**config.mk**
```make
export PLATFORM = sky130hd
export DESIGN_NAME = pkg_hot_throttle
export DESIGN_NICKNAME = d
export VERILOG_FILES = /design/src/rtl/thr_pkg.sv /design/src/rtl/hot_pad_sense.sv /design/src/rtl/hot_edge_irq.sv /design/src/rtl/throttle_hold.sv /design/src/rtl/clk_duty_gate.sv /design/src/rtl/pkg_hot_throttle.sv
export SDC_FILE = /design/constraint.sdc
export NUM_CORES = 1
export LEC_CHECK = 0
export BUFFER_PORTS_ARGS = -buffer_cell sky130_fd_sc_hd__buf_2
export CAP_MARGIN = 0
export CORE_MARGIN = 2
export CORE_UTILIZATION = 52
export CTS_CLUSTER_SIZE = 30
export DETAILED_ROUTE_END_ITERATION = 12
export PLACE_DENSITY = 0.82
export RECOVER_POWER = 50
export SKIP_LAST_GASP = 1
export SYNTH_ARGS = -nofsm -noshare
export SYNTH_HDL_FRONTEND = slang
export SYNTH_SLANG_ARGS = --single-unit
```
**constraint.sdc**
```tcl
create_clock -name clk -period 2.22 [get_ports clk]
set_input_delay 0.111 -clock clk [delete_from_list [all_inputs] [get_ports clk]]
set_output_delay 0.111 -clock clk [all_outputs]
set_load 0.02 [all_outputs]
```
**src/rtl/thr_pkg.sv**
```systemverilog
package thr_pkg;

  typedef enum logic [1:0] {
    POL_NONE   = 2'd0,
    POL_CLKMOD = 2'd1,
    POL_PSTATE = 2'd2
  } thr_policy_e;

  // Performance-state mode outranks clock modulation.
  function automatic thr_policy_e pick_policy(input logic cm_en, input logic ps_en);
    if (ps_en) return POL_PSTATE;
    if (cm_en) return POL_CLKMOD;
    return POL_NONE;
  endfunction

endpackage

```
**src/rtl/hot_pad_sense.sv**
```systemverilog
module hot_pad_sense #(
  parameter int NCORE = 2,
  parameter int SYNC  = 2
) (
  input  logic             clk,
  input  logic             rst_n,
  input  logic [NCORE-1:0] trip_i,
  input  logic             pad_in_i,
  output logic             pad_oe_o,
  output logic             pkg_hot_o,
  output logic [NCORE-1:0] core_hot_o
);

  logic [SYNC-1:0]            sense_q;
  logic [SYNC-1:0]            oe_q;
  logic [SYNC-1:0][NCORE-1:0] trip_q;
  logic                       ext_hot;

  assign pad_oe_o = |trip_i;

  // The trips and the drive enable are delayed as far as the sensed pad,
  // so that a sensed hot level can be split into own drive and external pull.
  always_ff @(posedge clk or negedge rst_n) begin
    if (!rst_n) begin
      sense_q <= '0;
      oe_q    <= '0;
      trip_q  <= '0;
    end else begin
      sense_q <= {sense_q[SYNC-2:0], ~pad_in_i};
      oe_q    <= {oe_q[SYNC-2:0], pad_oe_o};
      trip_q  <= {trip_q[SYNC-2:0], trip_i};
    end
  end

  assign ext_hot    = sense_q[SYNC-1] & ~oe_q[SYNC-1];
  assign pkg_hot_o  = sense_q[SYNC-1];
  assign core_hot_o = trip_q[SYNC-1] | {NCORE{ext_hot}};

endmodule

```
**src/rtl/hot_edge_irq.sv**
```systemverilog
module hot_edge_irq (
  input  logic clk,
  input  logic rst_n,
  input  logic hot_i,
  input  logic rise_en_i,
  input  logic fall_en_i,
  output logic irq_o
);

  logic prev_q;
  logic irq_q;

  always_ff @(posedge clk or negedge rst_n) begin
    if (!rst_n) begin
      prev_q <= 1'b0;
      irq_q  <= 1'b0;
    end else begin
      prev_q <= hot_i;
      irq_q  <= (hot_i & ~prev_q & rise_en_i) | (~hot_i & prev_q & fall_en_i);
    end
  end

  assign irq_o = irq_q;

  // a pulse is only ever raised for a change of the sensed level.
  p_irq_on_edge_r5: assert property (@(posedge clk) disable iff (!rst_n)
    irq_q |-> ($past(hot_i) != $past(prev_q)));

endmodule

```
**src/rtl/throttle_hold.sv**
```systemverilog
module throttle_hold #(
  parameter int HOLD_W = 8
) (
  input  logic              clk,
  input  logic              rst_n,
  input  logic              hot_i,
  input  logic [HOLD_W-1:0] hold_i,
  output logic              active_o
);

  logic [HOLD_W-1:0] cnt_q;
  logic              act_q;
  logic [HOLD_W:0]   cnt_nx;
  logic              keep;

  always_comb begin
    cnt_nx = {1'b0, cnt_q} + 1'b1;
    keep   = cnt_nx < {1'b0, hold_i};
  end

  always_ff @(posedge clk or negedge rst_n) begin
    if (!rst_n) begin
      act_q <= 1'b0;
      cnt_q <= '0;
    end else if (hot_i) begin
      act_q <= 1'b1;
      cnt_q <= '0;
    end else if (act_q && keep) begin
      cnt_q <= cnt_nx[HOLD_W-1:0];
    end else begin
      act_q <= 1'b0;
      cnt_q <= '0;
    end
  end

  assign active_o = act_q;

  p_hot_sets_active_r6: assert property (@(posedge clk) disable iff (!rst_n)
    hot_i |=> act_q);

  // release never happens on a cycle where the hot input was high.
  p_release_after_idle_r9: assert property (@(posedge clk) disable iff (!rst_n)
    $fell(act_q) |-> !$past(hot_i));

endmodule

```
**src/rtl/clk_duty_gate.sv**
```systemverilog
module clk_duty_gate #(
  parameter int PER_W = 6
) (
  input  logic             clk,
  input  logic             rst_n,
  input  logic             on_i,
  input  logic [PER_W-1:0] half_i,
  output logic             clk_en_o
);

  localparam int CW = PER_W + 1;

  logic [CW-1:0] pc_q;
  logic [CW-1:0] half_eff;
  logic [CW-1:0] last;

  always_comb begin
    half_eff = (half_i == '0) ? CW'(1) : {1'b0, half_i};
    last     = (half_eff << 1) - CW'(1);
  end

  always_ff @(posedge clk or negedge rst_n) begin
    if (!rst_n)          pc_q <= '0;
    else if (!on_i)      pc_q <= '0;
    else if (pc_q >= last) pc_q <= '0;
    else                 pc_q <= pc_q + CW'(1);
  end

  assign clk_en_o = ~on_i | (pc_q >= half_eff);

  // every modulation burst opens with the gated-off half.
  p_gate_starts_off_r7: assert property (@(posedge clk) disable iff (!rst_n)
    $rose(on_i) |-> !clk_en_o);

endmodule

```
**src/rtl/pkg_hot_throttle.sv**
```systemverilog
module pkg_hot_throttle
  import thr_pkg::*;
#(
  parameter int NCORE  = 2,
  parameter int HOLD_W = 8,
  parameter int PER_W  = 6,
  parameter int PS_W   = 4
) (
  input  logic                  clk,
  input  logic                  rst_n,
  input  logic [NCORE-1:0]      core_trip,
  input  logic                  clkmod_en,
  input  logic                  pstate_en,
  input  logic                  irq_rise_en,
  input  logic                  irq_fall_en,
  input  logic [HOLD_W-1:0]     hold_cycles,
  input  logic [PER_W-1:0]      mod_half,
  input  logic [PS_W-1:0]       pstate_nom,
  input  logic [PS_W-1:0]       pstate_low,
  output logic                  hot_pad_oe,
  input  logic                  hot_pad_in,
  output logic [NCORE-1:0]      core_clk_en,
  output logic [NCORE*PS_W-1:0] pstate_req,
  output logic                  hot_irq
);

  logic             pkg_hot;
  logic [NCORE-1:0] core_hot;
  logic             pkg_act;
  logic [NCORE-1:0] core_act;
  thr_policy_e      policy;

  assign policy = pick_policy(clkmod_en, pstate_en);

  hot_pad_sense #(.NCORE(NCORE), .SYNC(2)) u_sense (
    .clk(clk), .rst_n(rst_n), .trip_i(core_trip), .pad_in_i(hot_pad_in),
    .pad_oe_o(hot_pad_oe), .pkg_hot_o(pkg_hot), .core_hot_o(core_hot));

  hot_edge_irq u_irq (
    .clk(clk), .rst_n(rst_n), .hot_i(pkg_hot), .rise_en_i(irq_rise_en),
    .fall_en_i(irq_fall_en), .irq_o(hot_irq));

  throttle_hold #(.HOLD_W(HOLD_W)) u_pkg_hold (
    .clk(clk), .rst_n(rst_n), .hot_i(pkg_hot), .hold_i(hold_cycles),
    .active_o(pkg_act));

  for (genvar g = 0; g < NCORE; g++) begin : g_core
    logic mod_on;

    throttle_hold #(.HOLD_W(HOLD_W)) u_hold (
      .clk(clk), .rst_n(rst_n), .hot_i(core_hot[g]), .hold_i(hold_cycles),
      .active_o(core_act[g]));

    assign mod_on = (policy == POL_CLKMOD) && core_act[g];

    clk_duty_gate #(.PER_W(PER_W)) u_gate (
      .clk(clk), .rst_n(rst_n), .on_i(mod_on), .half_i(mod_half),
      .clk_en_o(core_clk_en[g]));

    assign pstate_req[g*PS_W +: PS_W] =
      ((policy == POL_PSTATE) && pkg_act) ? pstate_low : pstate_nom;
  end

  // with both policies on, no core clock is ever gated.
  p_pstate_wins_r8: assert property (@(posedge clk) disable iff (!rst_n)
    (pstate_en && clkmod_en) |-> (core_clk_en == {NCORE{1'b1}}));

endmodule

```
==> impl_metrics.ini, run 1 <==
[grt]
grt_pass1_wl_um = 11200
use_met1_pct = 26.5
antenna_found_initial = 0
top_usage_layer = met2
grt_pass1_vias = 2494
grt_max_degree = 44
use_met2_pct = 39.1
globalRouteMet3Util_pct = 3.26
track_usage_pct = 21.6
grt_overflow = 0

[power]
p_int_w = 0.00157
power_frac_comb_pct = 23.8
irDropWorstVdd_mv = 0.483
pwr-share-seq_pct = 46.7
p_clk_share_pct = 29.5
p_leak_nw = 2.09
switching_power_w = 0.000633
sw_frac_of_total_pct = 28.8
p_per_area_mw_per_mm2 = 525

[route]
drt-wirelength-per-cell_um = 15.4
drt_iter0_drc = 142
dr_total_vias = 2609
firstDrtPassIters = 4
viasPerCell = 5.45
drc = 0
antenna_left = 0
wl_um = 7380

[outcome]
outcome = finished, violations left
violations = negative setup slack

[sta]
slew_viol_final = 0
slew_headroom_pct = 30.0
holdWs_ns = 0.0617
setup_violations = 13
worst_pin_slew_ns = 1.05
rsz0062_at_grt = yes
fin_crit_ns = 2.28
fmax_mhz = 439
finalCritPeriodShare_pct = 103
skew_ns = 0.00753
fin_ws_ns = -0.0570
finalHoldViolCount = 0
finalSetupTns_ns = -0.264

[synthesis]
synth_nets = 402
synth_warnings = 0
synth-async-reset-ratio_pct = 100
synth_area_per_cell_um2 = 9.89
syn_area_mm2 = 0.00322
syn_inst = 326
yosysUniqueCellTypes = 43
synth-edff-count = 0
synth_flop_cell = dfrtp_1
ys_seq_elements = 51
yosysSeqAreaShare_pct = 39.6

[clock_network]
numClockSinks = 51
cts_root_buf = clkbuf_8
htree_levels = 2
tritoncts = yes
path_clk_slew_ns = 0.09
numCtsBuffers = 5
cts_buffer_depth = 2
clock_latency_ns = 0.31

[critical_path]
endpoint_kind = flip-flop
required_ns = 2.46
critical_path_class = reg -> reg
reg2regPathDepth = 11
start_kind = flip-flop
worstPathMaxFanout = 5
critPathArrivalTime_ns = 2.51

[floorplanning]
core_area_mm2 = 0.00596
dieWidth_um = 82.7
num_io_pins = 43
rows = 28
dieArea_mm2 = 0.00684
fp.dieH_um = 82.7
start_util_pct = 54.1

[min_path]
hold_depth = 3
hold_path_class = in -> reg

[place]
place_ws_ns = -0.216
place.gp.congestion = 0.878
io_buffers = 42
place_area_mm2 = 0.00357
dp_hpwl_um = 4990

[cells_and_area]
num_antenna_cells = 0
fill_cells = 444
final_nets = 479
layout_commonest_cell = dfrtp_1
layout_common_cells = dfrtp_1 (50), ha_1 (39), buf_2 (36)
drive_gt1_share_pct = 35.6
final_area_mm2 = 0.00420
final_core_utilization_pct = 70.4
area_growth_pct = 30.2

[run]
drv_cap = 0
==> per-stage QoR <==
| stage | power [W] | instances |
|---|---|---|
| floorplan | 0.00130 | 326 |
| global placement | 0.00142 | 449 |
| detailed placement | 0.00145 | 449 |
| CTS | 0.00212 | 468 |
| global route | 0.00232 | 479 |
| finish | 0.00220 | 479 |
==> path summary, 6_finish.rpt <==
| path | end | startpoint | slack (ns) |
|---|---|---|---|
| setup / recovery | g_core[1].u_hold.cnt_q[1] | g_core[1].u_hold.cnt_q[0] | -0.06 |
| min in group asynchronous | g_core[1].u_gate.pc_q[0] | rst_n | 0.54 |
| max in group asynchronous | u_pkg_hold.cnt_q[2] | rst_n | 0.95 |
| setup reg to reg | g_core[1].u_hold.cnt_q[1] | g_core[1].u_hold.cnt_q[0] | -0.06 |
| hold / removal | u_irq.irq_o | irq_rise_en | 0.06 |
| hold reg to reg | u_sense.trip_q[2] | u_sense.trip_q[0] | 0.35 |
==> layer usage <==
metal / up-vias / share of wire (%)
met3: 9 / 3.1
li1: 1268 / -
met4: 0 / 1.4
met1: 1278 / 40
met2: 54 / 55
met5: - / 0
==> area by class of cell <==
class	count	area [µm²]	area share, %
clock inverter	3	43.8	1.04
inverter	26	97.6	2.33
tap	75	93.8	2.24
multi-input combinational	243	2130	50.8
sequential	51	1280	30.5
timing repair buffer	76	484	11.5
clock buffer	5	68.8	1.64
==> registers in the layout, indices dropped and copies added, names as in the netlist <==
register and count:
g_core.u_hold.cnt_q 16, g_core.u_gate.pc_q 14, u_pkg_hold.cnt_q 8, u_sense.trip_q 4, g_core.u_hold.active_o 2, u_sense.oe_q 2
u_sense.sense_q 2, u_irq.irq_o 1, u_irq.prev_q 1, u_pkg_hold.active_o 1
==> repair_timing <==
action,in CTS,in global routing
endpoints found under the hold margin,45,0
setup endpoints to repair,24,42
buffers inserted,6,11
hold buffers,4,0
resized for setup,12,60
gates cloned,1,0
pin swaps,9,31
==> logic make-up (layout without fill, tap and decap cells) <==
logic type | Yosys count | after routing | share of synthesized area (%)
xor gates and xnor gates | 30 | 30 | 8.15
and+or+nand+nor | 112 | 112 | 17.4
adders and majority gates | 45 | 45 | 17.5
buffers and inverters | 33 | 110 | 4.77
DFF | 51 | 51 | 39.6
AOI/OAI and AO/OA | 50 | 51 | 10.8
muxes | 5 | 5 | 1.86
==> cells in the mapped netlist (all sizes together), types with 2 or more instances <==
cell type | n | share of area, %
a211oi | 3 | 0.85
a21boi | 3 | 0.70
a21o | 5 | 1.2
a21oi | 12 | 1.9
a311o | 2 | 0.62
and2 | 7 | 1.4
and3 | 6 | 1.2
buf | 7 | 1.7
dfrtp | 51 | 40
ha | 45 | 17
inv | 26 | 3.0
mux2 | 5 | 1.9
nand2 | 15 | 1.7
nand2b | 6 | 1.2
nand3 | 14 | 2.2
nor2 | 39 | 4.5
nor2b | 12 | 2.3
nor3 | 4 | 0.78
o211ai | 2 | 0.47
o21ai | 12 | 1.9
or2 | 3 | 0.58
or4 | 2 | 0.47
xnor2 | 17 | 4.6
xor2 | 13 | 3.5
==> worst max-delay path, stage by stage (launching register included) <==
cell and delay, ns:
dfrtp_1 0.40, and3_4 0.20, nand3_4 0.09, nor2_4 0.14, xnor2_2 0.13, inv_1 0.09
ha_2 0.19, nand2b_4 0.14, a311o_1 0.32, nor3_4 0.24, a2bb2oi_4 0.13, nor2b_1 0.13
==> power by group through the flow <==
stage	combinational, W	clock (W)	sequential [W]
detailed placement	0.000409	0	0.00104
floorplan	0.000274	0	0.00103
global route	0.000587	0.000693	0.00104
finish	0.000523	0.000649	0.00103
global placement	0.000387	0	0.00103
CTS	0.000449	0.000658	0.00102
Power figures use the tool's default switching activity.
==> inputs of run 2 (changes only) <==
- CORE_UTILIZATION: 52 -> 54
- CTS_BUF_LIST: unset -> sky130_fd_sc_hd__clkbuf_4 sky130_fd_sc_hd__clkbuf_8
- PLACE_DENSITY: 0.82 -> 0.84
==> run 2 against run 1 <==
- the flow finishes with violations (max-capacitance violations, max-slew violations, negative setup slack)
- total power down 5.0%
- non-clock buffer count shrank 3
- setup slack gained 0.050 ns
- critical path depth decreased by 2
- clock-buffer cell count up 1
- fmax grew 2.2%
- largest cell class unchanged
- highest routed layer unchanged
==> impl_metrics.ini, run 2 (same netlist as run 1, synthesis figures left out) <==
[outcome]
outcome = finished, violations left
violations = max-capacitance violations, max-slew violations, negative setup slack

[power]
irDropWorstVdd_mv = 0.483
sw_frac_of_total_pct = 29.5
switching_power_w = 0.000616
p_clk_share_pct = 27.2
pwr-share-seq_pct = 48.9
p_per_area_mw_per_mm2 = 512
power_frac_comb_pct = 23.8
p_int_w = 0.00147
p_leak_nw = 2.05

[floorplanning]
rows = 28
dieWidth_um = 81.3
start_util_pct = 55.1
core_area_mm2 = 0.00585
dieArea_mm2 = 0.00660
fp.dieH_um = 81.3
num_io_pins = 43

[route]
met3WireLength_um = 158
routed.top_layer = met4
firstDrtPassIters = 4
dr_total_vias = 2526
wl_um = 7050
drt-wirelength-per-cell_um = 14.8
wl_met1_um = 2950
drt_iter0_drc = 82
viasPerCell = 5.31
antenna_left = 0
drc = 0
wl_met2_um = 3840

[cells_and_area]
top_register = g_core.u_hold.cnt_q
layout_commonest_cell = dfrtp_1
drive_gt1_share_pct = 31.2
num_antenna_cells = 0
fill_cells = 429
largest_reg_flops = 16
layout_common_cells = dfrtp_1 (51), ha_1 (41), buf_2 (38)
reg_top3 = g_core.u_hold.cnt_q x16, g_core.u_gate.pc_q x14, u_pkg_hold.cnt_q x8
area_growth_pct = 26.7
final_nets = 476
final_area_mm2 = 0.00409

[grt]
grt_pass1_wl_um = 11000
grt_overflow = 0
track_usage_pct = 21.9
grt_pass1_vias = 2450
antenna_found_initial = 0
grt_max_degree = 30

[min_path]
hold_path_class = in -> reg
worstHoldStart = irq_fall_en
min_to = u_irq.irq_o
hold_depth = 3

[critical_path]
cpPeakStageDelay_ns = 0.43
critPathSlowestCell = dfrtp_1
required_ns = 2.47
endpoint_kind = flip-flop
rrSetupSlack_ns = -0.007
reg2reg_to = u_pkg_hold.cnt_q[6]
critical_path_class = reg -> reg
start_kind = flip-flop
startpoint = u_pkg_hold.cnt_q[0]
critPathArrivalTime_ns = 2.48
worstPathCellList = and3_1 -> nand3_2 -> nor2_2 -> xor2_1 -> ha_1 -> a311o_1 -> o41ai_2 -> buf_2 -> and2_1
worstPathMaxFanout = 5
timing.rr.start = u_pkg_hold.cnt_q[0]
reg2regPathDepth = 9

[clock_network]
numClockSinks = 51
htree_levels = 2
clock_latency_ns = 0.31
cts_buffer_depth = 2
tritoncts = yes
cts_root_buf = clkbuf_8
numCtsBuffers = 5
path_clk_slew_ns = 0.09

[sta]
finalCritPeriodShare_pct = 100
worst_pin_slew_ns = 1.69
finalSetupTns_ns = -0.00787
slew_headroom_pct = -12.5
skew_ns = 0.00705
fmax_mhz = 449
fin_crit_ns = 2.23
finalHoldViolCount = 0
setup_violations = 2
fin_ws_ns = -0.00726
rsz0062_at_grt = yes
slew_viol_final = 29

[run]
drv_cap = 1

[place]
place.gp.congestion = 0.790
place_area_mm2 = 0.00359
io_buffers = 42
dp_hpwl_um = 4890
## run 2: metal layers
metal / track usage [%] / vias up
met4: 6.95 / 0
met2: 39.1 / 34
met1: 27.2 / 1226
met3: 3.33 / 9
li1: - / 1257
met5: 0 / -
## run 2: how the worst max path moves through the flow
| stage | endpoint | slack [ns] |
|---|---|---|
| 2_1_floorplan | g_core[1].u_gate.pc_q[2] | 0.05 |
| 3_3_place_gp | g_core[0].u_gate.pc_q[2] | -0.09 |
| 3_5_place_dp | g_core[0].u_gate.pc_q[2] | -0.25 |
| 4_1_cts | g_core[0].u_hold.cnt_q[2] | -0.09 |
| 5_1_grt | u_pkg_hold.cnt_q[5] | -0.13 |
| 6_report | u_pkg_hold.cnt_q[6] | -0.007 |
## run 2: final cells by class
type	instances	area (µm²)	area share (%)
clock buffer	6	82.6	2.02
clock inverter	2	16.3	0.398
inverter	26	97.6	2.39
multi-input combinational	243	2050	50.3
sequential	51	1280	31.2
tap	75	93.8	2.30
timing repair buffer	73	464	11.4
## run 2: critical path, delay by kind of cell (launching register included)
family          cells  cell delay (ns)
compound gates      2             0.66
buf+inv             1             0.22
simple gates        4             0.50
flops               1             0.43
fa+ha+maj           1             0.19
xor+xnor            1             0.17
## run 2: metrics by stage
stage	hold WS (ns)	setup WS (ns)	total power [W]	util, %	std cells
floorplan	-0.185	0.0531	0.00130	-	326
CTS	0.0457	-0.0889	0.00204	65.6	468
finish	0.0463	-0.00726	0.00209	69.8	476
global placement	0.175	-0.0893	0.00142	61.3	449
global route	0.0789	-0.126	0.00220	69.8	476
detailed placement	0.200	-0.252	0.00144	61.3	449
## run 2: power by group through the flow
stage                     Clock [W]  Sequential [W]  Combinational (W)
after floorplan                   0         0.00103           0.000274
after global placement            0         0.00104           0.000387
after detailed placement          0         0.00104           0.000406
after CTS                  0.000573         0.00102           0.000451
after global routing       0.000612         0.00103           0.000562
final                      0.000570         0.00102           0.000498
## run 2: what timing repair did
action                                 in CTS  in global routing
setup buffers                               6                  7
cloned                                      1                  1
pin swaps                                  12                 19
resized for setup                          11                 44
hold buffers                                4                  0
endpoints found under the hold margin      31                  0
setup endpoints to repair                  19                 43
==> inputs of run 3 (changes only) <==
- BUFFER_PORTS_ARGS: -buffer_cell sky130_fd_sc_hd__buf_2 -> -buffer_cell sky130_fd_sc_hd__clkbuf_2
- CORE_UTILIZATION: 54 -> 55
- PLACE_DENSITY: 0.84 -> 0.79
- SYNTH_HIERARCHICAL: unset -> 1
==> run 3 against run 2 <==
- the run still ends with max-capacitance violations, max-slew violations, negative setup slack left
- die area increased by 9.0%
- sequential share of layout area decreased by 4.3 points
- combinational power decreased by 15%
- non-clock buffer count increased by 22
- critical path depth increased by 1
- synthesized area increased by 11%
- first-iteration DRC count increased by 89%
- fmax decreased by 9.4%
==> impl_metrics.ini, run 3 <==
[outcome]
outcome = finished, violations left
violations = max-capacitance violations, max-slew violations, negative setup slack

[route]
firstDrtPassIters = 4
antenna_left = 0
drt_iter0_drc = 155
wl_um = 8870
viasPerCell = 5.60
drc = 0
drt-wirelength-per-cell_um = 16.4
dr_total_vias = 3030

[synthesis]
synth.area.top_cells = dfrtp_1 (36%), ha_1 (18%), inv_1 (4.9%)
yosysUniqueCellTypes = 42
synth-edff-count = 0
synth-async-reset-ratio_pct = 100
yosysSeqAreaShare_pct = 35.5
ys_seq_elements = 51
synth_flop_cell = dfrtp_1
synth_area_per_cell_um2 = 9.74
syn_area_mm2 = 0.00359
syn_inst = 369
synth_top_area_share_pct = 35.5
synth_warnings = 6
synth_nets = 452
yosysMostFrequentCell = ha_1
synth_top_cell_by_area = dfrtp_1
yosys-top-cells-count = ha_1 (52), dfrtp_1 (51), inv_1 (47)

[critical_path]
endpoint_kind = flip-flop
cpPeakStageDelay_ns = 0.57
critPathSlowestCell = or4_4
critPathArrivalTime_ns = 2.70
critical_path_class = reg -> reg
start_kind = flip-flop
required_ns = 2.46
timing.rr.start = g_core[0].u_hold/cnt_q[1]
startpoint = g_core[0].u_hold/cnt_q[1]
worstPathCellList = ha_4 -> nand3_4 -> nor2_4 -> xor2_1 -> ha_1 -> a21oi_2 -> o22ai_1 -> or4_4 -> buf_8 -> nor2b_2
worstPathMaxFanout = 8

[power]
pwr-share-seq_pct = 48.1
power_w = 0.00204
p_clk_share_pct = 31.1
irDropWorstVdd_mv = 0.415
p_per_area_mw_per_mm2 = 430
switching_power_w = 0.000557
p_leak_nw = 2.31
sw_frac_of_total_pct = 27.3
p_int_w = 0.00148
power_frac_comb_pct = 20.8

[sta]
setup_violations = 27
fin_crit_ns = 2.46
worst_pin_slew_ns = 1.64
rsz0062_at_grt = yes
skew_ns = 0.00876
slew_headroom_pct = -9.22
finalCritPeriodShare_pct = 111
fmax_mhz = 407
finalHoldViolCount = 0
fin_ws_ns = -0.238
slew_viol_final = 31

[cells_and_area]
final_nets = 547
multi_input_area_mm2 = 0.00244
final_area_mm2 = 0.00475
area_growth_pct = 32.1
num_antenna_cells = 0
top_register = g_core.u_hold/cnt_q
reg_top3 = g_core.u_hold/cnt_q x16, g_core.u_gate/pc_q x14, u_pkg_hold/cnt_q x8
layout_common_cells = dfrtp_1 (50), inv_1 (47), ha_1 (46)
largest_reg_flops = 16
fill_cells = 406
drive_gt1_share_pct = 37.5
layout_commonest_cell = dfrtp_1
regArea_mm2 = 0.00128

[floorplanning]
dieWidth_um = 84.8
rows = 29
core_area_mm2 = 0.00635
num_io_pins = 43
fp.dieH_um = 84.8
dieArea_mm2 = 0.00720
start_util_pct = 56.6

[clock_network]
numClockSinks = 51
tritoncts = yes
cts_root_buf = clkbuf_8
clock_latency_ns = 0.31
path_clk_slew_ns = 0.09
numCtsBuffers = 5
cts_buffer_depth = 2
htree_levels = 2

[grt]
grt_overflow = 0
antenna_found_initial = 0
track_usage_pct = 23.6
grt_max_degree = 31
grt_pass1_vias = 3033
grt_pass1_wl_um = 13800

[place]
place_ws_ns = -0.307
place.gp.congestion = 0.896
io_buffers = 42
place_area_mm2 = 0.00414
dp_hpwl_um = 6060

[min_path]
worstHoldStart = irq_fall_en
hold_path_class = in -> reg

[run]
drv_cap = 1
-- run 3: cell count changes in the layout (fill, tap and decap cells not counted), sizes merged, moves of 6 or more --
cell,delta
buf,-17
nor2,-19
clkbuf,+38
nor3,+10
a211oi,+6
ha,+7
nor2b,+8
inv,+21
-- run 3: kinds of logic (layout without fill, tap and decap cells) --
family / count (synthesis) / in the layout / share of synthesized area [%]
and+or+nand+nor: 131 / 131 / 21.8
muxes: 6 / 6 / 2.23
AOI/OAI and AO/OA: 47 / 47 / 8.84
buffers and inverters: 54 / 149 / 6.69
xor gates and xnor gates: 28 / 28 / 6.82
adders and majority gates: 52 / 52 / 18.1
DFF: 51 / 51 / 35.5
-- run 3: repair_timing --
item                                    in CTS  in global routing
pin swaps                                   15                 26
endpoints found under the hold margin       31                  0
gates resized for setup                     32                 40
hold buffers                                 4                  0
setup buffers                                5                  7
endpoints found under the setup margin      27                 41
-- run 3: worst max-delay path: cells and delay by family, from the launching register on --
family / cells / cell delay, ns
fa+ha+maj: 2 / 0.48
buf+inv: 1 / 0.17
compound gates: 2 / 0.22
flops: 1 / 0.43
simple gates: 4 / 0.89
xor+xnor: 1 / 0.21
-- run 3: path summary, 6_finish.rpt --
check,endpoint,slack (ns),depth (start not counted)
worst max-delay path,g_core[0].u_hold/cnt_q[7],-0.24,10
worst min-delay path,u_irq/irq_o,0.03,3
worst max register to register,g_core[0].u_hold/cnt_q[7],-0.24,10
worst min register to register,u_sense/sense_q[1],0.36,0
max in group asynchronous,g_core[1].u_hold/cnt_q[1],0.43,3
min in group asynchronous,u_sense/trip_q[0],0.74,2
-- run 3: stage by stage --
stage / hold slack, ns / instances / TNS, ns / utilization [%]
4_1_cts: 0.0241 / 534 / -3.72 / 70.5
5_1_grt: 0.0381 / 541 / -7.14 / 74.7
3_5_place_dp: 0.228 / 518 / -9.64 / 65.1
2_1_floorplan: -0.185 / 369 / -0.113 / -
6_report: 0.0304 / 541 / -5.19 / 74.7
3_3_place_gp: 0.219 / 518 / -5.50 / 65.1
-- run 3: power by group through the flow --
stage | Combinational, W | Sequential [W] | Clock [W]
2_1_floorplan | 0.000213 | 0.000990 | 0
3_3_place_gp | 0.000330 | 0.000992 | 0
3_5_place_dp | 0.000349 | 0.000994 | 0
4_1_cts | 0.000383 | 0.000976 | 0.000646
5_1_grt | 0.000470 | 0.000983 | 0.000689
6_report | 0.000425 | 0.000981 | 0.000633
-- run 3: layout make-up --
cell class	count	share of cell area (%)
Clock buffer	5	1.45
Tap cell	77	2.03
Clock inverter	2	0.791
Inverter	47	3.72
Multi-Input combinational cell	264	51.4
Sequential cell	51	26.9
Timing Repair Buffer	95	13.7
-- run 3: metal layers --
layer  up-vias  wire length, µm  global-route usage (%)
li1       1453                -                       -
met1      1484             3540                    29.9
met2        71             4820                    42.2
met3        22              303                    3.31
met4         0              209                    6.49
met5         -                0                       0
